==> config.mk <==
export PLATFORM = sky130hd
export DESIGN_NAME = lockdet_top
export DESIGN_NICKNAME = d
export VERILOG_FILES = /design/src/rtl/lockdet_pkg.sv /design/src/rtl/lockdet_phase_meas.sv /design/src/rtl/lockdet_streak.sv /design/src/rtl/lockdet_out_sel.sv /design/src/rtl/lockdet_top.sv
export SDC_FILE = /design/constraint.sdc
export NUM_CORES = 1
export LEC_CHECK = 0
export BUFFER_PORTS_ARGS = -buffer_cell sky130_fd_sc_hd__buf_2
export CORE_MARGIN = 10
export CORE_UTILIZATION = 59
export CTS_CLUSTER_SIZE = 40
export DETAILED_ROUTE_END_ITERATION = 8
export GPL_TIMING_DRIVEN = 0
export PLACE_DENSITY_LB_ADDON = 0.3
export RECOVER_POWER = 50
export SETUP_SLACK_MARGIN = 0.05
export SLEW_MARGIN = 20
export SYNTH_ARGS = -nofsm -noshare
export SYNTH_HDL_FRONTEND = slang
export SYNTH_SLANG_ARGS = --single-unit
==> constraint.sdc <==
create_clock -name clk_osc_i -period 2.31 [get_ports clk_osc_i]
set_input_delay 0.231 -clock clk_osc_i [delete_from_list [all_inputs] [get_ports clk_osc_i]]
set_output_delay 0.231 -clock clk_osc_i [all_outputs]
set_load 0.01 [all_outputs]
==> src/rtl/lockdet_pkg.sv <==
package lockdet_pkg;

    localparam int NUM_CH = 2;

    typedef enum logic [1:0] {
        MEAS_IDLE     = 2'd0,
        MEAS_WAIT_DIV = 2'd1,
        MEAS_WAIT_REF = 2'd2
    } meas_state_e;

    typedef struct packed {
        logic valid;
        logic in_phase;
    } cmp_res_t;

    // sel[1] enables channel 1, sel[0] enables channel 2; 00 forces low
    function automatic logic route_lock(input logic [1:0] sel,
                                        input logic ch1_lock,
                                        input logic ch2_lock);
        return (|sel) & (~sel[1] | ch1_lock) & (~sel[0] | ch2_lock);
    endfunction

endpackage

==> src/rtl/lockdet_phase_meas.sv <==
module lockdet_phase_meas
    import lockdet_pkg::*;
#(
    parameter int CNT_W      = 4,
    parameter int TOL_CYCLES = 2
) (
    input  logic     clk,
    input  logic     rst,
    input  logic     hold,
    input  logic     ref_edge,
    input  logic     div_pulse,
    output cmp_res_t res
);

    localparam logic [CNT_W-1:0] TOL = CNT_W'(TOL_CYCLES);

    logic              div_prev;
    logic              div_edge;
    meas_state_e       state, state_n;
    logic [CNT_W-1:0]  cnt, cnt_n, cnt_inc;
    logic              close_ok;

    assign div_edge = div_pulse & ~div_prev;
    assign cnt_inc  = (cnt == '1) ? cnt : cnt + 1'b1;
    assign close_ok = (cnt < TOL);

    always_comb begin
        state_n      = state;
        cnt_n        = cnt;
        res.valid    = 1'b0;
        res.in_phase = 1'b0;
        if (hold) begin
            state_n = MEAS_IDLE;
            cnt_n   = '0;
        end else begin
            unique case (state)
                MEAS_IDLE: begin
                    if (ref_edge && div_edge) begin
                        res.valid    = 1'b1;
                        res.in_phase = 1'b1;
                    end else if (ref_edge) begin
                        state_n = MEAS_WAIT_DIV;
                        cnt_n   = CNT_W'(1);
                    end else if (div_edge) begin
                        state_n = MEAS_WAIT_REF;
                        cnt_n   = CNT_W'(1);
                    end
                end
                MEAS_WAIT_DIV: begin
                    if (div_edge) begin
                        res.valid    = 1'b1;
                        res.in_phase = close_ok;
                        state_n      = ref_edge ? MEAS_WAIT_DIV : MEAS_IDLE;
                        cnt_n        = ref_edge ? CNT_W'(1) : '0;
                    end else if (ref_edge) begin
                        // channel pulse never came: stale comparison
                        res.valid = 1'b1;
                        cnt_n     = CNT_W'(1);
                    end else begin
                        cnt_n = cnt_inc;
                    end
                end
                MEAS_WAIT_REF: begin
                    if (ref_edge) begin
                        res.valid    = 1'b1;
                        res.in_phase = close_ok;
                        state_n      = div_edge ? MEAS_WAIT_REF : MEAS_IDLE;
                        cnt_n        = div_edge ? CNT_W'(1) : '0;
                    end else if (div_edge) begin
                        res.valid = 1'b1;
                        cnt_n     = CNT_W'(1);
                    end else begin
                        cnt_n = cnt_inc;
                    end
                end
                default: begin
                    state_n = MEAS_IDLE;
                    cnt_n   = '0;
                end
            endcase
        end
    end

    always_ff @(posedge clk) begin
        if (rst) begin
            state    <= MEAS_IDLE;
            cnt      <= '0;
            div_prev <= 1'b0;
        end else begin
            state    <= state_n;
            cnt      <= cnt_n;
            div_prev <= div_pulse;
        end
    end

    assert_coincident_in_phase_R2: assert property (@(posedge clk) disable iff (rst)
        (!hold && state == MEAS_IDLE && ref_edge && div_edge) |-> (res.valid && res.in_phase));

    assert_missing_pulse_timeout_R5: assert property (@(posedge clk) disable iff (rst)
        (!hold && state == MEAS_WAIT_DIV && ref_edge && !div_edge) |-> (res.valid && !res.in_phase));

    assert_hold_parks_measure_R6: assert property (@(posedge clk) disable iff (rst)
        hold |=> (state == MEAS_IDLE && cnt == '0));

endmodule

==> src/rtl/lockdet_streak.sv <==
module lockdet_streak
    import lockdet_pkg::*;
#(
    parameter int LOCK_RUN = 3
) (
    input  logic     clk,
    input  logic     rst,
    input  logic     hold,
    input  cmp_res_t res,
    output logic     locked
);

    localparam int NEED = LOCK_RUN + 1;
    localparam int SW   = $clog2(NEED + 1);
    localparam logic [SW-1:0] FULL = SW'(NEED);

    logic [SW-1:0] streak;
    logic          full;

    assign full   = (streak == FULL);
    assign locked = hold | full;

    always_ff @(posedge clk) begin
        if (rst || hold) begin
            streak <= '0;
        end else if (res.valid) begin
            if (!res.in_phase) begin
                streak <= '0;
            end else if (!full) begin
                streak <= streak + 1'b1;
            end
        end
    end

    assert_lock_needs_good_compare_R3: assert property (@(posedge clk) disable iff (rst)
        $rose(full) |-> $past(res.valid && res.in_phase));

    assert_bad_compare_clears_R4: assert property (@(posedge clk) disable iff (rst)
        (res.valid && !res.in_phase) |=> !full);

    assert_standby_clears_run_R6: assert property (@(posedge clk) disable iff (rst)
        hold |=> (streak == '0));

    assert_run_saturates_R9: assert property (@(posedge clk) disable iff (rst)
        streak <= FULL);

endmodule

==> src/rtl/lockdet_out_sel.sv <==
module lockdet_out_sel
    import lockdet_pkg::*;
(
    input  logic [NUM_CH-1:0] ch_lock,
    input  logic [1:0]        sel,
    output logic              lock_out
);

    assign lock_out = route_lock(sel, ch_lock[0], ch_lock[1]);

endmodule

==> src/rtl/lockdet_top.sv <==
module lockdet_top
    import lockdet_pkg::*;
#(
    parameter int CNT_W      = 4,
    parameter int TOL_CYCLES = 2,
    parameter int LOCK_RUN   = 3
) (
    input  logic              clk_osc_i,
    input  logic              rst_i,
    input  logic              ref_pulse_i,
    input  logic [NUM_CH-1:0] div_pulse_i,
    input  logic [NUM_CH-1:0] standby_i,
    input  logic [1:0]        sel_i,
    output logic              lock_o
);

    logic              ref_prev;
    logic              ref_edge;
    logic [NUM_CH-1:0] ch_lock;

    assign ref_edge = ref_pulse_i & ~ref_prev;

    always_ff @(posedge clk_osc_i) begin
        if (rst_i) ref_prev <= 1'b0;
        else       ref_prev <= ref_pulse_i;
    end

    for (genvar c = 0; c < NUM_CH; c++) begin : g_ch
        cmp_res_t res;

        lockdet_phase_meas #(
            .CNT_W      (CNT_W),
            .TOL_CYCLES (TOL_CYCLES)
        ) i_meas (
            .clk       (clk_osc_i),
            .rst       (rst_i),
            .hold      (standby_i[c]),
            .ref_edge  (ref_edge),
            .div_pulse (div_pulse_i[c]),
            .res       (res)
        );

        lockdet_streak #(
            .LOCK_RUN (LOCK_RUN)
        ) i_streak (
            .clk    (clk_osc_i),
            .rst    (rst_i),
            .hold   (standby_i[c]),
            .res    (res),
            .locked (ch_lock[c])
        );
    end

    lockdet_out_sel i_sel (
        .ch_lock  (ch_lock),
        .sel      (sel_i),
        .lock_out (lock_o)
    );

    assert_sel_off_low_R7: assert property (@(posedge clk_osc_i) disable iff (rst_i)
        (sel_i == 2'b00) |-> !lock_o);

    assert_both_standby_high_R8: assert property (@(posedge clk_osc_i) disable iff (rst_i)
        (standby_i == 2'b11 && sel_i != 2'b00) |-> lock_o);

    assert_reset_unlocked_R1: assert property (@(posedge clk_osc_i)
        ($past(rst_i) && standby_i == 2'b00) |-> !lock_o);

endmodule

---- Yosys cells after proc, flatten, opt, wreduce, memory -nomap -nowiden ----
Cells that the tools add are included.
storage, ports and cells
  input bits .............................. 9
  output and inout bits ................... 1
  register bits after elaboration ......... 21
operators by class
  add/subtract/negate cells ............... 4
  $lt $le $gt $ge ......................... 2
  equal/unequal tests ..................... 18
  reductions and logical operators ........ 15
  muxes and demuxes ....................... 57
  bitwise logic cells ..................... 14
operators with widths
  kind                 count
  $mux 4               16
  $mux 2               16
  $pmux 2 s3           4
  $pmux 4 s3           2
  $mux 1               15
  $mux 3               4
  $ne 2x2->1 const B   5
  $add 4x1->4 const B  2
  $eq 4x4->1 const B   2
  $lt 4x2->1 const B   2
  $reduce_and 2->1     4
  $reduce_and 4->1     2
  $add 3x1->3 const B  2
  $eq 3x3->1 const B   2
  $ne 2x1->1 const B   3
  $reduce_or 2->1      3
  $and 1x1->1          5
  $not 1->1            5
  $eq 2x1->1 const B   2
  $eq 2x2->1 const B   2
  $logic_not 2->1      2
  $or 1x1->1           4
  $ne 3x1->1 const B   1
  $ne 3x2->1 const B   1
  other kinds (2)      4

---- Logic depth before layout (Yosys ltp) ----
  depth after elaboration ................. 8
  depth in mapped cells ................... 7
  mapped depth without buffers ............ 7

---- Cells and area by module ----
From an unflattened synthesis, not the netlist that was laid out.
second synthesis, totals
  cells, all modules ...................... 190
  area total of the unflattened synthesis .. 1,565.3 µm²
modules (own cells, without submodules)
  module              times used  area an instance (µm²)  cells an instance  sequential area each (µm²)
  lockdet_phase_meas  2           565.5                   71                 140.1
  lockdet_streak      2           183.9                   21                 60.1
  lockdet_top         1           47.5                    3                  20.0
  lockdet_out_sel     1           18.8                    3                  0.0

---- Least setup slack after synthesis ----
Ideal clock, no wire load.
  path kind ............................... register to register
  start point ............................. register g_ch[1].i_meas.state[0]
  end point ............................... register g_ch[1].i_streak.streak[2]
  stages on the path, launching flop included .. 8
  path buffers ............................ 0
  path slack .............................. 0.545 ns
  arrival time ............................ 1.679 ns
  required time ........................... 2.224 ns
  cells stage by stage .................... dfxtp_1 > inv_1 > ha_1 > nor4b_2 > nand3_1 > a311oi_1 > o21ai_0 > a211oi_1
on the way
  cells in the longest elaborated chain, start to end .. 5
  elaborated cells between the ends (all ways) .. 8
  those cells by class .................... 3 x eq/ne; 3 x mux; 2 x reduce/logical
ends and longest elaborated chain
  item                                      RTL line                  text
  from (decl)                               lockdet_phase_meas.sv:19  meas_state_e state, state_n;
  from (signal assigned)                    lockdet_phase_meas.sv:90  state <= state_n;
  $eq 2x2->1, or another cell as far along  lockdet_phase_meas.sv:36  unique case (state)
  $pmux 2 s3 *                              lockdet_phase_meas.sv:36
  $mux 2 *                                  lockdet_phase_meas.sv:32  if (hold) begin
  $ne 2x2->1 (no line)                      --
  $reduce_and 2->1 (no line)                --
  to (signal assigned)                      lockdet_streak.sv:30      streak <= streak + 1'b1;
  to (decl)                                 lockdet_streak.sv:17      logic [SW-1:0] streak;
Every way passes the cells marked *; elsewhere a longest branch is shown, timed or not.
A chain may end at the register's enable or synchronous reset.

---- Worst setup path in the final report ----
Same ends and word-level chain as after synthesis.

==> results.toml <==
[power_and_ir_drop]
p_leak_nw = 0.563
clkPwrFrac_pct = 23.4
p_comb_share_pct = 23.9
powerDensity_nw_per_um2 = 471
power_switching_mw = 0.215
ir_drop_mv = 0.355
switching_share_pct = 29.7
p_seq_share_pct = 52.7
power_mw = 0.726
p_int_mw = 0.511

[route]
dr.pass1.iters = 4
ant_nets = 0
wl_per_cell_um = 14.0
routed_via_density = 6.06
wl_mm = 3.11
drtIter0Drc = 135
drc = 0
vias = 1345

[clock_tree]
clk_pin_slew_ps = 110
clockBufferDepth = 2
cts_setup_buffers = 0
hold_buffers = 0
ctsResizeCount = 0
h-tree-depth = 1
cts_root_buffer = "clkbuf_4"
clk_latency_ps = 290
cts-buffers-inserted = 3
cts_sinks = 21
cts_tree = "yes"

[floorplanning]
rows = 17
dieArea_um2 = 4810
pin_count = 10
initial_core_util_pct = 63.2
fp.dieW_um = 69.4
coreArea_um2 = 2280
die_h_um = 69.4

[hold_path]
hold_class = "in2reg"

[worst_setup_path]
crit_fanout = 4
rrSetupSlack_ps = 300
cp-end-kind = "flop"
cp-start-kind = "flop"
cp_data_arrival_time_ps = 2230
crit_type = "reg2reg"
cp_data_required_time_ps = 2530

[synthesis]
synth_edf_count = 0
yosys.area_share.adder_pct = 12.2
muxShareOfSynthArea_pct = 2.09
synth.top_cell.area_share_pct = 29.2
synthTopCellsByCount = "21 x dfxtp_1, 16 x nor2_1, 15 x a21oi_1"
syn_inst = 181
syn_nets = 204
synth_area_um2 = 1440
synth-compound-area-share_pct = 22.4
synth.avg_cell_area_um2 = 7.94
yosysMostFrequentCell = "dfxtp_1"
synthTopCellsByArea = "dfxtp_1 29%, ha_1 12%, a21oi_1 5.2%"
ys_seq_area_share_pct = 29.2
synth_simple_gate_area_share_pct = 27.8
synth_top_area_cell = "dfxtp_1"
ys_types = 40
yosys_warnings = 0
synth_top_family_by_area = "simple AND/OR/NAND/NOR gates"
synth_top_flop_cell = "dfxtp_1"
yosys_register_bits = 21
ys_async_sr_fraction_pct = 0
synth_xor_xnor_area_share_pct = 2.44

[sta]
fmax_ghz = 0.497
tns_ps = 0
final-setup-viol-count = 0
hold_violations = 0
layout_setup_ws_ps = 300
rsz0062_at_grt = "no"
drv_slew = 0
period_minus_slack_ps = 2010
worst_pin_slew_ps = 813
maxSlewHeadroom_pct = 45.3
finalCritPeriodShare_pct = 87.0
skew_ps = 5.17

[placement]
hpwl_mm = 2.41
pre_cts_ws_ps = 287
post-place-cells = 218
io_buffers = 9
finalWeightedCongestion = 0.885

[grt]
grt_antenna_before_repair = 0
first_global_vias = 1299
grt_pass1_wl_mm = 5.47
grt_overflow_total = 0
grt_usage_pct = 12.7
grt_max_degree = 12

[finish]
drive_gt1_share_pct = 8.25
syn_to_final_growth_pct = 7.22
finalNonFillerCells = 222
antenna_cells = 0
fin_nets = 218

[job]
maxCapViolations = 0

[status]
status = "complete, no violations"
==> kinds of logic (layout without fill, tap and decap cells) <==
family / after synthesis / in the layout
buffers and inverters: 14 / 27
adders and majority gates: 14 / 14
DFF: 21 / 21
AOI/OAI and AO/OA: 51 / 51
muxes: 3 / 3
xor gates and xnor gates: 4 / 4
and+or+nand+nor: 74 / 74
==> cells in the final DEF, fill, tap and decap left out, types with 2 or more instances in the layout <==
cell type,Yosys,final
and2_1,4,3
inv_1,9,9
and3_1,2,2
clkbuf_4,0,3
xnor2_1,3,3
nand3b_1,5,5
or2_2,2,2
ha_1,14,14
dfxtp_1,21,21
a22oi_1,5,5
nor3_1,6,6
nor2_1,16,16
a21boi_0,2,2
nand2b_1,3,3
nand3_1,7,7
clkbuf_1,2,7
a221oi_1,2,2
o22ai_1,2,2
nor4_1,2,2
a211oi_1,4,4
mux2i_1,3,3
o21ai_0,12,12
nand2_1,13,13
a21oi_1,15,15
buf_2,3,8
nor2b_1,7,7
or3_1,3,3
==> registers in the layout (all words and copies together), names as in the netlist <==
name	count
g_ch.i_meas.state	4
ref_prev	1
g_ch.i_meas.cnt	8
g_ch.i_meas.div_prev	2
g_ch.i_streak.streak	6
==> worst max-delay path: stages (launching register included) <==
cell and delay (ps):
dfxtp_1 400, inv_1 80, ha_1 300, nor4b_2 270, nand3_1 140, a311oi_2 360, o21ai_0 160, a211oi_1 240
==> path summary, 6_finish.rpt <==
check,from,to,cells past startpoint
worst max-delay path,g_ch[1].i_meas.state[0],g_ch[1].i_streak.streak[2],7
worst min-delay path,div_pulse_i[1],g_ch[1].i_meas.div_prev,2
worst min register to register,g_ch[1].i_streak.streak[0],g_ch[1].i_streak.streak[0],2
worst max register to register,g_ch[1].i_meas.state[0],g_ch[1].i_streak.streak[2],7
==> power by group through the flow <==
stage	Clock, mW	Sequential (mW)	Combinational (mW)
finish	0.170	0.382	0.173
floorplan	0	0.388	0.130
CTS	0.181	0.382	0.171
detailed placement	0	0.391	0.169
global route	0.197	0.384	0.193
global placement	0	0.390	0.163
==> routing by layer <==
| layer | global-route usage (%) | up-vias | part of all wire (%) |
|---|---|---|---|
| li1 | - | 681 | - |
| met1 | 13.5 | 642 | 44 |
| met2 | 24.0 | 20 | 54 |
| met3 | 2.00 | 2 | 2.3 |
| met4 | 4.43 | 0 | 0.55 |
| met5 | 0 | - | 0 |
==> final cells by class <==
cell class / count / area [µm²]
inverter: 9 / 33.8
timing repair buffer: 9 / 40.0
multi-input combinational: 146 / 963
sequential: 21 / 420
buffer: 5 / 22.5
tap: 28 / 35.0
fill: 185 / 734
clock buffer: 4 / 26.3
==> metrics by stage <==
step                      hold slack (ps)  utilization [%]  instance area, µm²
after global routing                  171             67.7                1540
after global placement                452             66.7                1520
after CTS                             150             67.8                1540
after detailed placement              467             66.7                1520
final                                 169             67.7                1540
after floorplan                       303                -                1440
No activity file was read; power rests on OpenSTA's default activity.
